### src/rtl/dseq_pkg.sv
package dseq_pkg;

    typedef enum logic [3:0] {
        S_IDLE,
        S_HWRST,
        S_BOOTWAIT,
        S_CFG,
        S_FLUSH,
        S_SRST_WR,
        S_SETTLE,
        S_SRSTWAIT,
        S_CANCEL_WR,
        S_POLL
    } seq_state_e;

    typedef struct packed {
        logic [3:0]  addr;
        logic [15:0] data;
    } wr_item_t;

    localparam logic [3:0]  REG_MODE  = 4'h0;
    localparam logic [3:0]  REG_BASS  = 4'h2;
    localparam logic [3:0]  REG_CLOCK = 4'h3;
    localparam logic [3:0]  REG_HDR   = 4'h9;
    localparam logic [3:0]  REG_VOL   = 4'hB;
    localparam int          MODE_SRST_BIT   = 2;
    localparam int          MODE_CANCEL_BIT = 3;
    localparam logic [15:0] CLOCK_X3  = 16'h9800;

    // Cycles covering ns at hz, rounded up, never below one.
    function automatic longint unsigned ns_to_cyc(longint unsigned hz, longint unsigned ns);
        longint unsigned c;
        c = (hz * ns + 64'd999_999_999) / 64'd1_000_000_000;
        return (c == 0) ? 64'd1 : c;
    endfunction

    // Configuration write list, clock multiplier first.
    function automatic wr_item_t cfg_item(logic [1:0] idx, logic [15:0] mode_v,
                                          logic [15:0] bass_v, logic [15:0] vol_v);
        wr_item_t it;
        case (idx)
            2'd0:    it = '{addr: REG_CLOCK, data: CLOCK_X3};
            2'd1:    it = '{addr: REG_MODE,  data: mode_v};
            2'd2:    it = '{addr: REG_BASS,  data: bass_v};
            default: it = '{addr: REG_VOL,   data: vol_v};
        endcase
        return it;
    endfunction

endpackage

### src/rtl/dseq_sync2.sv
module dseq_sync2 #(
    parameter int STAGES = 2
) (
    input  logic clk,
    input  logic rst,
    input  logic d,
    output logic q
);
    logic [STAGES-1:0] chain_q;

    always_ff @(posedge clk) begin
        if (rst) chain_q <= '0;
        else     chain_q <= {chain_q[STAGES-2:0], d};
    end

    assign q = chain_q[STAGES-1];
endmodule

### src/rtl/dseq_timer.sv
module dseq_timer #(
    parameter int W = 8
) (
    input  logic         clk,
    input  logic         rst,
    input  logic         load,
    input  logic [W-1:0] load_val,
    output logic         expired
);
    logic [W-1:0] cnt_q;

    always_ff @(posedge clk) begin
        if (rst)              cnt_q <= '0;
        else if (load)        cnt_q <= load_val;
        else if (cnt_q != '0) cnt_q <= cnt_q - 1'b1;
    end

    assign expired = (cnt_q == '0);

    // R8/R10/R11 time bases: an unloaded running count drops by one per cycle
    p_tmr_dec_r8: assert property (@(posedge clk) disable iff (rst)
        (!load && cnt_q != '0) |=> (cnt_q == $past(cnt_q) - 1'b1));
endmodule

### src/rtl/dec_reset_seq.sv
module dec_reset_seq
    import dseq_pkg::*;
#(
    parameter longint unsigned CLK_HZ     = 50_000_000,
    parameter longint unsigned RST_NS     = 10_000,
    parameter longint unsigned SETTLE_NS  = 2_000,
    parameter longint unsigned TIMEOUT_NS = 2_000_000_000,
    parameter longint unsigned WDOG_NS    = 20_000_000,
    parameter int              ZERO_BYTES = 2048,
    parameter logic [15:0]     MODE_INIT  = 16'h0800,
    parameter logic [15:0]     BASS_INIT  = 16'h0000,
    parameter logic [15:0]     VOL_INIT   = 16'h2020
) (
    input  logic        clk,
    input  logic        rst,
    input  logic        start_init,
    input  logic        start_softreset,
    input  logic        start_abort,
    input  logic        dreq_in,
    output logic        wr_req,
    output logic [3:0]  wr_addr,
    output logic [15:0] wr_data,
    input  logic        wr_ack,
    output logic        rd_req,
    output logic [3:0]  rd_addr,
    input  logic [15:0] rd_data,
    input  logic        rd_ack,
    output logic        zb_valid,
    output logic [7:0]  zb_data,
    input  logic        zb_ready,
    output logic        dec_rst_n,
    output logic        busy,
    output logic        done,
    output logic        wdog_err
);
    localparam longint unsigned RST_CYC  = ns_to_cyc(CLK_HZ, RST_NS);
    localparam longint unsigned SET_CYC  = ns_to_cyc(CLK_HZ, SETTLE_NS);
    localparam longint unsigned TMO_CYC  = ns_to_cyc(CLK_HZ, TIMEOUT_NS);
    localparam longint unsigned WDG_CYC  = ns_to_cyc(CLK_HZ, WDOG_NS);
    localparam longint unsigned MAX_A    = (RST_CYC > SET_CYC) ? RST_CYC : SET_CYC;
    localparam longint unsigned MAX_B    = (TMO_CYC > WDG_CYC) ? TMO_CYC : WDG_CYC;
    localparam longint unsigned MAX_CYC  = (MAX_A > MAX_B) ? MAX_A : MAX_B;
    localparam int              TW       = $clog2(MAX_CYC + 1);
    localparam int              ZW       = $clog2(ZERO_BYTES + 1);
    localparam logic [ZW-1:0]   ZLAST    = ZW'(ZERO_BYTES - 1);
    localparam logic [15:0]     MODE_SRST   = MODE_INIT | (16'h1 << MODE_SRST_BIT);
    localparam logic [15:0]     MODE_CANCEL = MODE_INIT | (16'h1 << MODE_CANCEL_BIT);

    logic          dreq_s;
    seq_state_e    state_q, state_d;
    logic [1:0]    idx_q;
    logic [ZW-1:0] zcnt_q;
    logic          done_q, err_q, rstn_q;
    logic          tmr_load, tmr_exp;
    logic [TW-1:0] tmr_val;
    logic          start_any, set_done, set_err;
    wr_item_t      wr_item;

    dseq_sync2 #(.STAGES(2)) u_sync (
        .clk(clk), .rst(rst), .d(dreq_in), .q(dreq_s)
    );

    dseq_timer #(.W(TW)) u_tmr (
        .clk(clk), .rst(rst), .load(tmr_load), .load_val(tmr_val), .expired(tmr_exp)
    );

    assign start_any = start_init || start_softreset || start_abort;

    // Next-state logic: commands are only looked at in idle.
    always_comb begin
        state_d  = state_q;
        set_done = 1'b0;
        set_err  = 1'b0;
        case (state_q)
            S_IDLE: begin
                if (start_init)           state_d = S_HWRST;
                else if (start_softreset) state_d = S_FLUSH;
                else if (start_abort)     state_d = S_CANCEL_WR;
            end
            S_HWRST:    if (tmr_exp) state_d = S_BOOTWAIT;
            S_BOOTWAIT: begin
                if (dreq_s)       state_d = S_CFG;
                else if (tmr_exp) begin state_d = S_IDLE; set_err = 1'b1; end
            end
            S_CFG: if (wr_ack && idx_q == 2'd3) begin state_d = S_IDLE; set_done = 1'b1; end
            S_FLUSH: if (zb_valid && zb_ready && zcnt_q == ZLAST) state_d = S_SRST_WR;
            S_SRST_WR:   if (wr_ack) state_d = S_SETTLE;
            S_SETTLE:    if (tmr_exp) state_d = S_SRSTWAIT;
            S_SRSTWAIT: begin
                if (dreq_s)       begin state_d = S_IDLE; set_done = 1'b1; end
                else if (tmr_exp) begin state_d = S_IDLE; set_err = 1'b1; end
            end
            S_CANCEL_WR: if (wr_ack) state_d = S_POLL;
            S_POLL: if ((rd_ack && rd_data == 16'h0000) || tmr_exp) state_d = S_SRST_WR;
            default: state_d = S_IDLE;
        endcase
    end

    // The timer is reloaded on every state change with the new state's window.
    always_comb begin
        tmr_load = (state_d != state_q);
        case (state_d)
            S_HWRST:               tmr_val = TW'(RST_CYC);
            S_BOOTWAIT, S_SRSTWAIT: tmr_val = TW'(WDG_CYC);
            S_SETTLE:              tmr_val = TW'(SET_CYC);
            S_POLL:                tmr_val = TW'(TMO_CYC);
            default:               tmr_val = '0;
        endcase
    end

    always_comb begin
        case (state_q)
            S_CFG:       wr_item = cfg_item(idx_q, MODE_INIT, BASS_INIT, VOL_INIT);
            S_SRST_WR:   wr_item = '{addr: REG_MODE, data: MODE_SRST};
            S_CANCEL_WR: wr_item = '{addr: REG_MODE, data: MODE_CANCEL};
            default:     wr_item = '0;
        endcase
    end

    assign wr_req    = (state_q == S_CFG) || (state_q == S_SRST_WR) || (state_q == S_CANCEL_WR);
    assign wr_addr   = wr_item.addr;
    assign wr_data   = wr_item.data;
    assign rd_req    = (state_q == S_POLL);
    assign rd_addr   = REG_HDR;
    assign zb_valid  = (state_q == S_FLUSH) && dreq_s;
    assign zb_data   = 8'h00;
    assign dec_rst_n = rstn_q;
    assign busy      = (state_q != S_IDLE);
    assign done      = done_q;
    assign wdog_err  = err_q;

    always_ff @(posedge clk) begin
        if (rst) begin
            state_q <= S_IDLE;
            idx_q   <= '0;
            zcnt_q  <= '0;
            done_q  <= 1'b0;
            err_q   <= 1'b0;
            rstn_q  <= 1'b0;
        end else begin
            state_q <= state_d;
            if (state_q == S_IDLE && start_any) begin
                done_q <= 1'b0;
                idx_q  <= '0;
                zcnt_q <= '0;
            end
            if (set_done) done_q <= 1'b1;
            if (set_err)  err_q  <= 1'b1;
            if (state_d == S_HWRST)                        rstn_q <= 1'b0;
            else if (state_q == S_HWRST)                   rstn_q <= 1'b1;
            if (state_q == S_CFG && wr_ack)                idx_q  <= idx_q + 2'd1;
            if (zb_valid && zb_ready)                      zcnt_q <= (zcnt_q == ZLAST) ? '0 : zcnt_q + 1'b1;
        end
    end

    // ---------------- assertions ----------------
    p_hwrst_low_r2: assert property (@(posedge clk) disable iff (rst)
        (state_q == S_HWRST) |-> !dec_rst_n);

    p_cfg_after_dreq_r3: assert property (@(posedge clk) disable iff (rst)
        (state_q == S_CFG && $past(state_q) == S_BOOTWAIT) |-> $past(dreq_s));

    p_done_idle_r4: assert property (@(posedge clk) disable iff (rst)
        done |-> !busy);

    p_wr_hold_r5: assert property (@(posedge clk) disable iff (rst)
        (wr_req && !wr_ack) |=> (wr_req && $stable(wr_addr) && $stable(wr_data)));

    p_flush_count_r6: assert property (@(posedge clk) disable iff (rst)
        (state_q == S_SRST_WR && $past(state_q) == S_FLUSH) |-> ($past(zcnt_q) == ZLAST));

    p_err_sticky_r11: assert property (@(posedge clk) disable iff (rst)
        wdog_err |=> wdog_err);
endmodule

### config.mk
export PLATFORM = sky130hd
export DESIGN_NAME = dec_reset_seq
export DESIGN_NICKNAME = d
export VERILOG_FILES = /design/src/rtl/dseq_pkg.sv /design/src/rtl/dseq_sync2.sv /design/src/rtl/dseq_timer.sv /design/src/rtl/dec_reset_seq.sv
export SDC_FILE = /design/constraint.sdc
export NUM_CORES = 1
export LEC_CHECK = 0
export ABC_AREA = 1
export BUFFER_PORTS_ARGS = -buffer_cell sky130_fd_sc_hd__clkbuf_2
export CORE_ASPECT_RATIO = 1.1
export CORE_MARGIN = 2
export CORE_UTILIZATION = 41
export CTS_CLUSTER_SIZE = 8
export DETAILED_ROUTE_END_ITERATION = 16
export GPL_ROUTABILITY_DRIVEN = 0
export SLEW_MARGIN = 0
export SYNTH_ARGS = -nofsm -noshare
export SYNTH_HDL_FRONTEND = slang
export SYNTH_SLANG_ARGS = --single-unit
### constraint.sdc
create_clock -name clk -period 2.4 [get_ports clk]
set_input_delay 0.48 -clock clk [delete_from_list [all_inputs] [get_ports clk]]
set_output_delay 0.48 -clock clk [all_outputs]
set_load 0.03 [all_outputs]
After elaboration in Yosys (flattened, before gate mapping)

Cells that the tools add are included.

Flip-flop bits (word level): 50
Bits of input ports: 25

Add/subtract/negate cells: 3
Muxes and demuxes: 32
Eq/ne operators: 19
Reductions and logical operators: 25

Operators by type and width:

| operator                                                                 | count |
|---|---|
| 20-bit one-hot mux with 3 select lines                                   | 2 |
| 27-bit one-hot mux with 4 select lines                                   | 1 |
| 27-bit two-way mux                                                       | 2 |
| 4-bit two-way mux                                                        | 13 |
| 4-bit one-hot mux with 10 select lines                                   | 1 |
| 12-bit two-way mux                                                       | 3 |
| 27-bit logical NOT                                                       | 1 |
| 27-bit nonzero test                                                      | 1 |
| 27-bit by 1-bit subtractor with 27-bit output (second input constant)    | 1 |
| 4-bit by 3-bit equality test with 1-bit output (second input constant)   | 6 |
| 16-bit logical NOT                                                       | 1 |
| 12-bit by 1-bit adder with 12-bit output (second input constant)         | 1 |
| 12-bit by 11-bit equality test with 1-bit output (second input constant) | 1 |
| 4-bit by 2-bit equality test with 1-bit output (second input constant)   | 3 |
| 4-bit equality test (second input constant)                              | 3 |
| 4-bit by 1-bit equality test with 1-bit output (second input constant)   | 2 |
| 2-bit nonzero test                                                       | 4 |
| 1-bit logical AND                                                        | 7 |
| 1-bit two-way mux                                                        | 7 |
| 2-bit OR reduction                                                       | 3 |
| 1-bit logical OR                                                         | 5 |
| 2-bit equality test (second input constant)                              | 2 |
| 4-bit logical NOT                                                        | 1 |
| 2-bit two-way mux                                                        | 2 |
| other kinds (6)                                                          | 6 |

Logic depth before layout (Yosys ltp)

Depth after elaboration: 10
Gate-level depth with buffers: 20
Depth with buffers taken out: 19

By module

Synthesis repeated with hierarchy kept, for this count alone.

Cells, all modules: 594
Area, all modules: 3729.8 um^2

Modules (own cells, without submodules):

| module        | area an instance (um^2) | instances | cells each |
|---|---|---|---|
| dseq_timer    | 1841.8                  | 1         | 303 |
| dec_reset_seq | 1833.0                  | 1         | 285 |
| dseq_sync2    | 55.1                    | 1         | 6 |

Least setup slack after synthesis

Ideal clock, no wire load.

Path type: reg-to-reg
From: register state_q[1]
To: register u_tmr.cnt_q[20]
Path slack: 183 ps
Buffers on the path: 2
Stages on the path, launching flop included: 17
Library setup time: 131 ps
Clock period less this slack: 2217 ps
Arrival time: 2086 ps
Cell sequence: dfxtp_1 -> buf_2 -> inv_1 -> nand2_1 -> nor2_1 -> nand2_1 -> nand3_1 -> nor2_1 -> nand3_2 -> nor2_1 -> nand2_2 -> nand2_2 -> nand2_2 -> nand3_2 -> nand2_2 -> buf_6 -> a21oi_1

Cells in the longest elaborated chain, start to end: 10
Elaborated cells on any way between the ends: 37
Classes of those cells: eq/ne: 15; mux: 16; reduce/logical: 6

Ends and longest elaborated chain:

| item                                                                                                             | line                                      | RTL |
|---|---|---|
| start: declaration                                                                                               | dec_reset_seq.sv:50                       | `seq_state_e state_q, state_d;` |
| start signal: assignment                                                                                         | dec_reset_seq.sv:141                      | `state_q <= state_d;` |
| 4-bit by 3-bit equality test with 1-bit output                                                                   | dec_reset_seq.sv:74, dec_reset_seq.sv:125 |  |
| 1-bit logical AND                                                                                                | dec_reset_seq.sv:125                      | `assign zb_valid = (state_q == S_FLUSH) && dreq_s;` |
| 1-bit logical AND (2 in series)                                                                                  | dec_reset_seq.sv:86                       | `S_FLUSH: if (zb_valid && zb_ready && zcnt_q == ZLAST) state_d = S_SRST_WR;` |
| 4-bit two-way mux                                                                                                | dec_reset_seq.sv:86                       |  |
| 4-bit one-hot mux with 10 select lines                                                                           | dec_reset_seq.sv:74                       | `case (state_q)` |
| 4-bit by 2-bit equality test with 1-bit output or 4-bit by 3-bit equality test with 1-bit output (tied branches) | dec_reset_seq.sv:102                      | `case (state_d)` |
| 2-bit OR reduction                                                                                               | dec_reset_seq.sv:102                      |  |
| 27-bit one-hot mux with 4 select lines                                                                           | dec_reset_seq.sv:102                      |  |
| 27-bit two-way mux                                                                                               | dseq_timer.sv:14                          | `else if (load) cnt_q <= load_val;` |
| end signal: assignment                                                                                           | dseq_timer.sv:14                          |  |
| end signal: assignment                                                                                           | dseq_timer.sv:15                          | `else if (cnt_q != '0) cnt_q <= cnt_q - 1'b1;` |
| end: declaration                                                                                                 | dseq_timer.sv:10                          | `logic [W-1:0] cnt_q;` |

Several ways; a longest one is shown, not always the timed one.
A chain may end at the register's enable or synchronous reset.

Worst setup path after layout

From: register state_q[3]
To: register u_tmr.cnt_q[4]

The elaborated chain is that of the path after synthesis.

==> out/metrics.cfg <==
[outcome]
outcome = completed

[floorplanning]
die_h_microns = 101
coreArea_sq_um = 8320
die-area_sq_um = 9280
io_pins = 64
row_count = 35
die_w_microns = 92.0
start_util_pct = 42.0

[power]
finalPower_mw = 5.50
leakagePower_nw = 1.94
power.density_nw_per_um2 = 1330
ir_worst_vdd_mv = 0.442

[hold_path]
hold_class = in -> reg
holdCritStartpoint = dreq_in
min_delay_worst_endpoint = u_sync.chain_q[0]
whs_path_depth = 3

[yosys]
synth-main-ff-cell = dfxtp_1
async_flop_share_pct = 0
ys_seq_elements = 50
synth.distinct_cells = 38
synth.avg_cell_area_sq_um = 6.75
syn_area_sq_um = 3490
ys_warn_count = 0
seq_area_frac_synth_pct = 28.6
synth_edf_count = 0
netlist_instances = 518

[route]
route.detailed.drc = 0
postRouteAntennaNets = 0
drt_first_pass_iters = 6
vias = 3343
wl_per_cell_microns = 12.7
viasPerCell = 4.81
drt_iter0_drc = 164
wl_microns = 8820

[finish]
final.fill_count = 861
area_delta_synth_final_pct = 17.8
antenna_cells = 0
fin_nets = 615
mostFrequentLayoutCell = nand2_1
final_cell_mix = nand2_1, nor2_1, inv_1
layout-drive-gt1-share_pct = 25.7

[clock_tree]
root_buffer = clkbuf_8
cts_made_buffers = 5
ctsHoldBuffers = 0
cts_tree = built
clk_pin_slew_ns = 0.09
clock-sinks = 50
cts_max_level = 2
clkLatencyLatePin_ns = 0.31
clk_path_buf_depth = 2

[timing]
setup_viol = 0
fin_hold_ws_ns = 0.359
min_period_ns = 2.22
fmax_mhz = 450
hold_viol_final = 0
finalCritPeriodShare_pct = 92.7
finClkSkew_ns = 0.0118
fin_ws_ns = 0.176
drv_slew = 0
fin_setup_tns_ns = 0

[setup_path]
max_stage_delay_ns = 0.38
r2r_start = state_q[3]
reg2reg_depth = 13
worst-path-buf-inv = 3
path_max_fanout = 10
crit_slowest_cell = dfxtp_2
crit_chain = nor2_2 -> inv_1 -> nor2_1 -> nor2_1 -> nor2_1 -> nor2_1 -> nand2_2 -> nand2_2 -> nand2_2 -> buf_12 -> buf_6 -> nand3_1 -> a21oi_1
worstSetupStartpointType = flop
path_class = reg -> reg
end_kind = flop
crit_top_cell = nor2_1
r2r-end = u_tmr.cnt_q[4]
r2r_slack_ns = 0.18
crit_arrival_ns = 2.46
crit_required_ns = 2.64
critPathTopFamily = simple AND/OR/NAND/NOR gates

[global_routing]
antenna_found_initial = 0
grt_pass1_vias = 3099
grt_pass1_wl_microns = 14200
grt_max_degree = 29
grt.overflow.total = 0
track_usage_pct = 18.7

[placed_design]
dp_hpwl_microns = 6510
dp_slack_ns = 0.0698
port_buffers = 41

[run]
maxCapViolCount = 0

-- repair_timing --
item                                    CTS  global route
endpoints found under the setup margin    0            27
buffers inserted                          0            17
resized for setup                         0            27
-- state kept, by name, indices dropped and copies added, names as in the netlist --
name and cells:
state_q 4, u_tmr.cnt_q 27, idx_q 2, u_sync.chain_q 2, wdog_err 1, done 1, dec_rst_n 1, zcnt_q 12
-- worst max-delay path by stage --
stage | startpoint | end | slack (ns) | depth (start not counted)
after CTS | u_tmr.cnt_q[0] | u_tmr.cnt_q[19] | 0.07 | 20
after floorplan | state_q[1] | u_tmr.cnt_q[20] | 0.18 | 16
after global placement | state_q[1] | u_tmr.cnt_q[19] | 0.11 | 16
final | state_q[3] | u_tmr.cnt_q[4] | 0.18 | 13
after global routing | u_tmr.cnt_q[16] | u_tmr.cnt_q[17] | -0.01 | 17
after detailed placement | u_tmr.cnt_q[0] | u_tmr.cnt_q[19] | 0.07 | 20
-- Yosys cell counts (7+ instances only) --
master / n / area, sq um
o21ai_0: 12 / 60.1
nand2_1: 94 / 353
buf_4: 25 / 188
nand4_1: 9 / 56.3
inv_2: 10 / 37.5
nand2_2: 16 / 100
nor3_1: 8 / 40.0
inv_1: 57 / 214
a21oi_1: 28 / 140
dfxtp_1: 50 / 1000
xor2_1: 23 / 201
nand3_1: 45 / 225
nor2_2: 7 / 43.8
ha_1: 7 / 87.6
nor2_1: 73 / 274
-- worst reg2reg max path: stages (launching register included) --
cell and delay (ns):
dfxtp_2 0.38, nor2_2 0.21, inv_1 0.09, nor2_1 0.27, nor2_1 0.09, nor2_1 0.23
nor2_1 0.10, nand2_2 0.11, nand2_2 0.06, nand2_2 0.10, buf_12 0.15, buf_6 0.15
nand3_1 0.08, a21oi_1 0.15
-- metrics by stage --
stage	util [%]	instance area (sq um)	cells
global route	49.5	4120	695
detailed placement	45.3	3770	669
global placement	45.3	3770	669
finish	49.5	4120	695
CTS	46.6	3880	677
floorplan	-	3570	538
-- area by class of cell --
type | count | area (sq um) | share of cell area [%]
Timing Repair Buffer | 73 | 504 | 12.2
Clock buffer | 6 | 72.6 | 1.76
Tap cell | 111 | 139 | 3.37
Multi-Input combinational cell | 386 | 2100 | 51.0
Clock inverter | 2 | 37.5 | 0.912
Inverter | 67 | 251 | 6.11
Sequential cell | 50 | 1010 | 24.6
-- per-layer routing --
metal	vias up	share of wire (%)	GRT usage, %
met5	-	0	0
met4	0	1.6	6.77
met3	10	4.0	2.47
met2	84	50	32.6
met1	1519	44	23.7
li1	1730	-	-
-- cell families after synthesis --
| family | count (synthesis) | synth area share, % |
|---|---|---|
| buffers and inverters | 102 | 15.1 |
| other | 2 | 0.215 |
| XOR/XNOR | 27 | 6.77 |
| adder cells (fa/ha/maj) | 7 | 2.51 |
| AND/OR/NAND/NOR | 275 | 37.8 |
| flip-flops | 50 | 28.6 |
| AO/OA/AOI/OAI | 55 | 8.95 |
-- report_power, final --
part	internal (mW)	switching (mW)	total (mW)	leakage, nW
clock	0.312	0.303	0.615	0.0514
combinational	1.50	2.20	3.70	1.48
sequential	1.01	0.172	1.18	0.410
No activity file was read; power rests on OpenSTA's default activity.
